<file path="config.mk">
export PLATFORM = sky130hd
export DESIGN_NAME = exact_quotient_unit
export DESIGN_NICKNAME = d
export VERILOG_FILES = /design/src/rtl/exq_pkg.sv /design/src/rtl/exq_normalize.sv /design/src/rtl/exq_solve.sv /design/src/rtl/exq_outreg.sv /design/src/rtl/exact_quotient_unit.sv
export SDC_FILE = /design/constraint.sdc
export NUM_CORES = 1
export LEC_CHECK = 0
export CORE_AREA = 2 2 66 68
export DETAILED_ROUTE_END_ITERATION = 6
export DIE_AREA = 0 0 68 70
export MAX_ROUTING_LAYER = met4
export PLACE_DENSITY = 0.82
export SLEW_MARGIN = 40
export SYNTH_ARGS = -nofsm -noshare
export SYNTH_HDL_FRONTEND = slang
export SYNTH_SLANG_ARGS = --single-unit
</file>
<file path="constraint.sdc">
create_clock -name clk -period 0.8 [get_ports clk]
set_clock_uncertainty 0.1 [all_clocks]
set_input_delay 0.12 -clock clk [delete_from_list [all_inputs] [get_ports clk]]
set_output_delay 0.12 -clock clk [all_outputs]
set_load 0.02 [all_outputs]
</file>
<file path="src/rtl/exq_pkg.sv">
package exq_pkg;

  // Bit shifted into the vacated top position by a normalizing right shift.
  function automatic logic vacated_fill(input logic twos_mode, input logic top_bit);
    return twos_mode & top_bit;
  endfunction

endpackage

</file>
<file path="src/rtl/exq_normalize.sv">
module exq_normalize #(
  parameter int unsigned WIDTH = 8
) (
  input  logic [WIDTH-1:0] num_i,
  input  logic [WIDTH-1:0] den_i,
  input  logic             twos_i,
  output logic [WIDTH-1:0] num_o,
  output logic [WIDTH-1:0] den_o
);
  import exq_pkg::*;

  if (WIDTH > 1) begin : g_cascade
    localparam int unsigned STAGES = WIDTH - 1;

    logic [WIDTH-1:0] num_s [WIDTH];
    logic [WIDTH-1:0] den_s [WIDTH];
    logic [STAGES:0]  low_zero;   // low_zero[s]: divisor bits below s all clear

    assign num_s[0]    = num_i;
    assign den_s[0]    = den_i;
    assign low_zero[0] = 1'b1;

    for (genvar s = 1; s <= STAGES; s++) begin : g_stage
      assign low_zero[s] = low_zero[s-1] & ~den_i[s-1];

      always_comb begin
        if (low_zero[s]) begin
          num_s[s] = {vacated_fill(twos_i, num_s[s-1][WIDTH-1]), num_s[s-1][WIDTH-1:1]};
          den_s[s] = {vacated_fill(twos_i, den_s[s-1][WIDTH-1]), den_s[s-1][WIDTH-1:1]};
        end else begin
          num_s[s] = num_s[s-1];
          den_s[s] = den_s[s-1];
        end
      end
    end

    assign num_o = num_s[STAGES];
    assign den_o = den_s[STAGES];
  end else begin : g_single
    logic unused_twos;
    assign unused_twos = twos_i;
    assign num_o = num_i;
    assign den_o = den_i;
  end

endmodule

</file>
<file path="src/rtl/exq_solve.sv">
module exq_solve #(
  parameter int unsigned WIDTH = 8
) (
  input  logic [WIDTH-1:0] num_i,   // normalized dividend
  input  logic [WIDTH-1:0] den_i,   // normalized divisor, bit 0 expected set
  output logic [WIDTH-1:0] quo_o
);

  // Column sweep: accumulator holds divisor times the quotient bits chosen so
  // far; each new bit cancels the dividend bit in its own column.
  always_comb begin
    logic [WIDTH-1:0] partial;
    partial = '0;
    quo_o   = '0;
    for (int col = 0; col < WIDTH; col++) begin
      quo_o[col] = num_i[col] ^ partial[col];
      if (quo_o[col]) begin
        partial = partial + (den_i << col);
      end
    end
  end

endmodule

</file>
<file path="src/rtl/exq_outreg.sv">
module exq_outreg #(
  parameter int unsigned WIDTH   = 8,
  parameter bit          REG_OUT = 1'b1
) (
  input  logic             clk,
  input  logic             rst_n,
  input  logic [WIDTH-1:0] quo_d,
  input  logic             zero_d,
  output logic [WIDTH-1:0] quo_q,
  output logic             zero_q
);

  if (REG_OUT) begin : g_reg
    logic [WIDTH-1:0] quo_next;
    logic             zero_next;
    logic             load_en;

    assign load_en = 1'b1;   // result register loads every cycle

    always_comb begin
      quo_next  = quo_q;
      zero_next = zero_q;
      if (load_en) begin
        quo_next  = quo_d;
        zero_next = zero_d;
      end
    end

    always_ff @(posedge clk or negedge rst_n) begin
      if (!rst_n) begin
        quo_q  <= '0;
        zero_q <= 1'b0;
      end else begin
        quo_q  <= quo_next;
        zero_q <= zero_next;
      end
    end
  end else begin : g_comb
    logic unused_clk;
    assign unused_clk = clk ^ rst_n;
    assign quo_q  = quo_d;
    assign zero_q = zero_d;
  end

endmodule

</file>
<file path="src/rtl/exact_quotient_unit.sv">
module exact_quotient_unit #(
  parameter int unsigned WIDTH   = 8,
  parameter bit          REG_OUT = 1'b1
) (
  input  logic             clk,
  input  logic             rst_n,
  input  logic [WIDTH-1:0] dividend_i,
  input  logic [WIDTH-1:0] divisor_i,
  input  logic             signed_i,
  output logic [WIDTH-1:0] quotient_o,
  output logic             div_zero_o
);

  logic [WIDTH-1:0] num_n;
  logic [WIDTH-1:0] den_n;
  logic [WIDTH-1:0] quo_raw;
  logic [WIDTH-1:0] quo_next;
  logic             zero_den;

  exq_normalize #(.WIDTH(WIDTH)) u_norm (
    .num_i  (dividend_i),
    .den_i  (divisor_i),
    .twos_i (signed_i),
    .num_o  (num_n),
    .den_o  (den_n)
  );

  // After normalization an even divisor can only mean a zero divisor.
  assign zero_den = ~den_n[0];

  exq_solve #(.WIDTH(WIDTH)) u_solve (
    .num_i (num_n),
    .den_i (den_n),
    .quo_o (quo_raw)
  );

  assign quo_next = zero_den ? '0 : quo_raw;

  exq_outreg #(.WIDTH(WIDTH), .REG_OUT(REG_OUT)) u_out (
    .clk    (clk),
    .rst_n  (rst_n),
    .quo_d  (quo_next),
    .zero_d (zero_den),
    .quo_q  (quotient_o),
    .zero_q (div_zero_o)
  );

endmodule

</file>
==> flow_metrics.tcl, run 1 <==
set metrics [dict create \
    synthCells 322 \
    h-tree-depth 1 \
    synth_edf_count 0 \
    gp_congestion 0.9281 \
    start_util_pct 59.03 \
    failed_stage "clock tree synthesis" \
    num_io_pins 28 \
    toolErrorMsg "[ERROR DPL-0038] Utilization greater than 100%, impossible to legalize" \
    syn-cell-area_mm2 0.002446 \
    netlist.area_leader.share_pct 9.207 \
    synth_ff_type "dfrtp_1" \
    synthTopCellsByCount "nor2_1 (31), nand2_1 (25), inv_1 (19)" \
    dp_hpwl_mm 7.376 \
    die_h_um 70 \
    avgSynthCellArea_um2 7.597 \
    synth_cell_types 74 \
    yosysMostFrequentCell "nor2_1" \
    synthesis.nets 360 \
    cts_resized 164 \
    clockBufferDepth 2 \
    die_w_um 68 \
    cts_hold_buf 0 \
    cts_sinks 9 \
    num_rows 24 \
    port-buffer-count 27 \
    cts_buffers 3 \
    synth_warnings 0 \
    ys_top_cells_by_area "dfrtp_1 (9.2%), ha_1 (7.2%), xor2_1 (5.0%)" \
    post_cts_buffers 25 \
    async_flop_share_pct 100.0 \
    synth-seq-cells 9 \
    yosysSeqAreaShare_pct 9.207 \
    cts_root_buf "clkbuf_8" \
    outcome "aborted with a tool error" \
    yosys.area.top_type "dfrtp_1" \
]
-- cell families after synthesis --
kind of cell / after synthesis / share of synthesized area (%)
buf+inv: 35 / 5.729
fa+ha+maj: 19 / 11.25
flops: 9 / 9.207
mux: 15 / 6.752
xor+xnor: 24 / 10.54
simple gates: 125 / 26.80
compound gates: 95 / 29.72
-- through the flow --
stage               utilization [%]  cell area [um^2]  std cells  setup slack, ns
floorplan                         -              2564        322           -6.066
global placement              88.04              3649        497           -6.470
detailed placement            88.04              3649        497           -6.769
==> inputs of run 2 (changes only) <==
--- a/config.mk
+++ b/config.mk
@@ -5,11 +5,10 @@
 export SDC_FILE = /design/constraint.sdc
 export NUM_CORES = 1
 export LEC_CHECK = 0
-export CORE_AREA = 2 2 66 68
+export CORE_AREA = 2 2 82 84
 export DETAILED_ROUTE_END_ITERATION = 6
-export DIE_AREA = 0 0 68 70
-export MAX_ROUTING_LAYER = met4
-export PLACE_DENSITY = 0.82
+export DIE_AREA = 0 0 84 86
+export PLACE_DENSITY_LB_ADDON = 0.15
 export SLEW_MARGIN = 40
 export SYNTH_ARGS = -nofsm -noshare
 export SYNTH_HDL_FRONTEND = slang
==> run 2 against run 1 <==
Compared with the run above:
- the flow now finishes, with violations (negative setup slack)
- synthesized cell count stayed put
- area after synthesis unchanged
==> flow_metrics.tcl, run 2 <==
set metrics [dict create \
    detailed_place.area_mm2 0.003700 \
    vias 3163 \
    h-tree-depth 1 \
    critical_path_class "input pin to register" \
    rsz0062_at_grt "true" \
    outcome "finished, violations left" \
    arrival_ns 6.69 \
    wl_per_cell_um 16.18 \
    cts_tree "built" \
    layout_common_cells "buf_4 (138), buf_6 (34), nand2_1 (21)" \
    path_clk_slew_ns 0.04 \
    synth_cell_types 74 \
    synth_warnings 0 \
    drt_iter0_markers 183 \
    setup_viol 18 \
    antennaDiodeCount 0 \
    viasPerCell 5.444 \
    grtUsageTotal_pct 24.15 \
    power.density_mw_per_mm2 4343 \
    fin_crit_sh_pct 834.7 \
    drv_cap 0 \
    dieArea_mm2 0.007224 \
    worst_pin_slew_ns 0.3773 \
    grt_pass1_vias 3258 \
    cp_num_buf_inv 9 \
    endpoint_kind "register" \
    post_route_cells_drive_above_1_share_pct 58.33 \
    num_io_pins 28 \
    num_rows 29 \
    core-area_mm2 0.006277 \
    start_util_pct 38.97 \
    synth-seq-cells 9 \
    cts_sinks 9 \
    fmax_mhz 149.8 \
    post-route-min-period_ns 6.678 \
    clockBufferDepth 2 \
    overflow 0 \
    fin_area_mm2 0.004686 \
    synth_edf_count 0 \
    dp.cells 523 \
    largest_reg_flops 8 \
    fin_util_pct 74.65 \
    nets 543 \
    syn-cell-area_mm2 0.002446 \
    violations "negative setup slack" \
    yosys.area.top_type "dfrtp_1" \
    grt_first_pass_wirelength_mm 14.45 \
    drt_wl_total_mm 9.401 \
    critPathLaunchType "input pin" \
    hold_path_class "input pin to async pin" \
    largest-register "u_out.quo_q" \
    cts_root_buf "clkbuf_8" \
    setup_ws_ns -5.878 \
    yosysSeqAreaShare_pct 9.207 \
    avgSynthCellArea_um2 7.597 \
    netlist.area_leader.share_pct 9.207 \
    synth_ff_type "dfrtp_1" \
    die_h_um 86 \
    fin_total_pwr_w 0.02035 \
    crit_path_top_delay_cell "or4_4" \
    final_common_cell "buf_4" \
    required_ns 0.81 \
    path_max_fanout 6 \
    fillers 419 \
    reg.largest.list "u_out.quo_q (8), u_out.zero_q (1)" \
    grt_max_degree 14 \
    area_growth_pct 91.56 \
    path_delay_family "adder cells" \
    remaining_drc_errors 0 \
    synthesis.nets 360 \
    finalHoldViolations 0 \
    slew_viol_final 0 \
    synthTopCellsByCount "nor2_1 (31), nand2_1 (25), inv_1 (19)" \
    slew_headroom_pct 74.84 \
    async_flop_share_pct 100.0 \
    grt_antenna_before_repair 0 \
    crit_path_max_incr_delay_ns 0.53 \
    p_leak_nw 2.165 \
    synthCells 322 \
    yosysMostFrequentCell "nor2_1" \
    ant_nets 0 \
    cts_buffers 3 \
    die_w_um 84 \
    first_pass_iters 5 \
    dp_hpwl_mm 6.233 \
    instances_no_fill 581 \
    port-buffer-count 27 \
    gp_congestion 0.8974 \
    ir_worst_vdd_v 0.005569 \
    ys_top_cells_by_area "dfrtp_1 (9.2%), ha_1 (7.2%), xor2_1 (5.0%)" \
]
[run 2: cells by family (layout without fill, tap and decap cells)]
group           after synthesis  count (layout)  share of synthesized area [%]
simple gates                125             125                          26.80
compound gates               95              95                          29.72
buf+inv                      35             217                          5.729
xor+xnor                     24              24                          10.54
fa+ha+maj                    19              19                          11.25
mux                          15              15                          6.752
flops                         9               9                          9.207
[run 2: metrics by stage]
step	setup slack (ns)	hold slack (ns)	setup TNS (ns)
2_1_floorplan	-6.066	-0.2756	-30.55
3_3_place_gp	-6.679	0.3532	-38.83
3_5_place_dp	-6.782	0.3526	-39.22
4_1_cts	-5.748	0.1126	-30.58
5_1_grt	-6.169	0.1238	-32.46
6_report	-5.878	0.1139	-31.13
[run 2: how the worst max path moves through the flow]
| stage | start | to | slack [ns] | cells past startpoint |
|---|---|---|---|---|
| floorplan | divisor_i[0] | u_out.quo_q[7] | -6.07 | 35 |
| global placement | divisor_i[2] | u_out.quo_q[7] | -6.68 | 35 |
| detailed placement | divisor_i[2] | u_out.quo_q[7] | -6.78 | 35 |
| CTS | divisor_i[0] | u_out.quo_q[7] | -5.75 | 35 |
| global route | divisor_i[0] | u_out.quo_q[7] | -6.17 | 33 |
| finish | divisor_i[0] | u_out.quo_q[7] | -5.88 | 36 |
[run 2: timing repair]
| action | 4_1_cts | 5_1_grt |
|---|---|---|
| endpoints found under the setup margin | 18 | 18 |
| resized for setup | 157 | 53 |
| cloned | 1 | 0 |
| hold buffers | 0 | 0 |
| pin swaps | 36 | 25 |
| setup buffers | 37 | 18 |
[run 2: routing by layer]
layer  routed length [um]  vias to the layer above  GRT usage (%)
met2                 5029                       90          45.89
met3                  344                       28          2.502
met4                  291                        0          9.384
met1                 3736                     1506          27.73
met5                    0                        -              0
li1                     -                     1539              -
[run 2: cell type report]
cell class                      instances  area, um^2  area share [%]
Tap cell                               77       96.34           2.056
Sequential cell                         9       225.2           4.806
Multi-Input combinational cell        278        2595           55.38
Clock buffer                            4       45.04          0.9613
Timing Repair Buffer                  193        1639           34.98
Inverter                               20       85.08           1.816
[run 2: where the power goes]
group          switching [W]  total, W  internal, W
registers          0.0000702  0.000753     0.000682
logic                0.00798    0.0191       0.0111
clock network       0.000162  0.000508     0.000346
(Power assumes the default switching activity.)
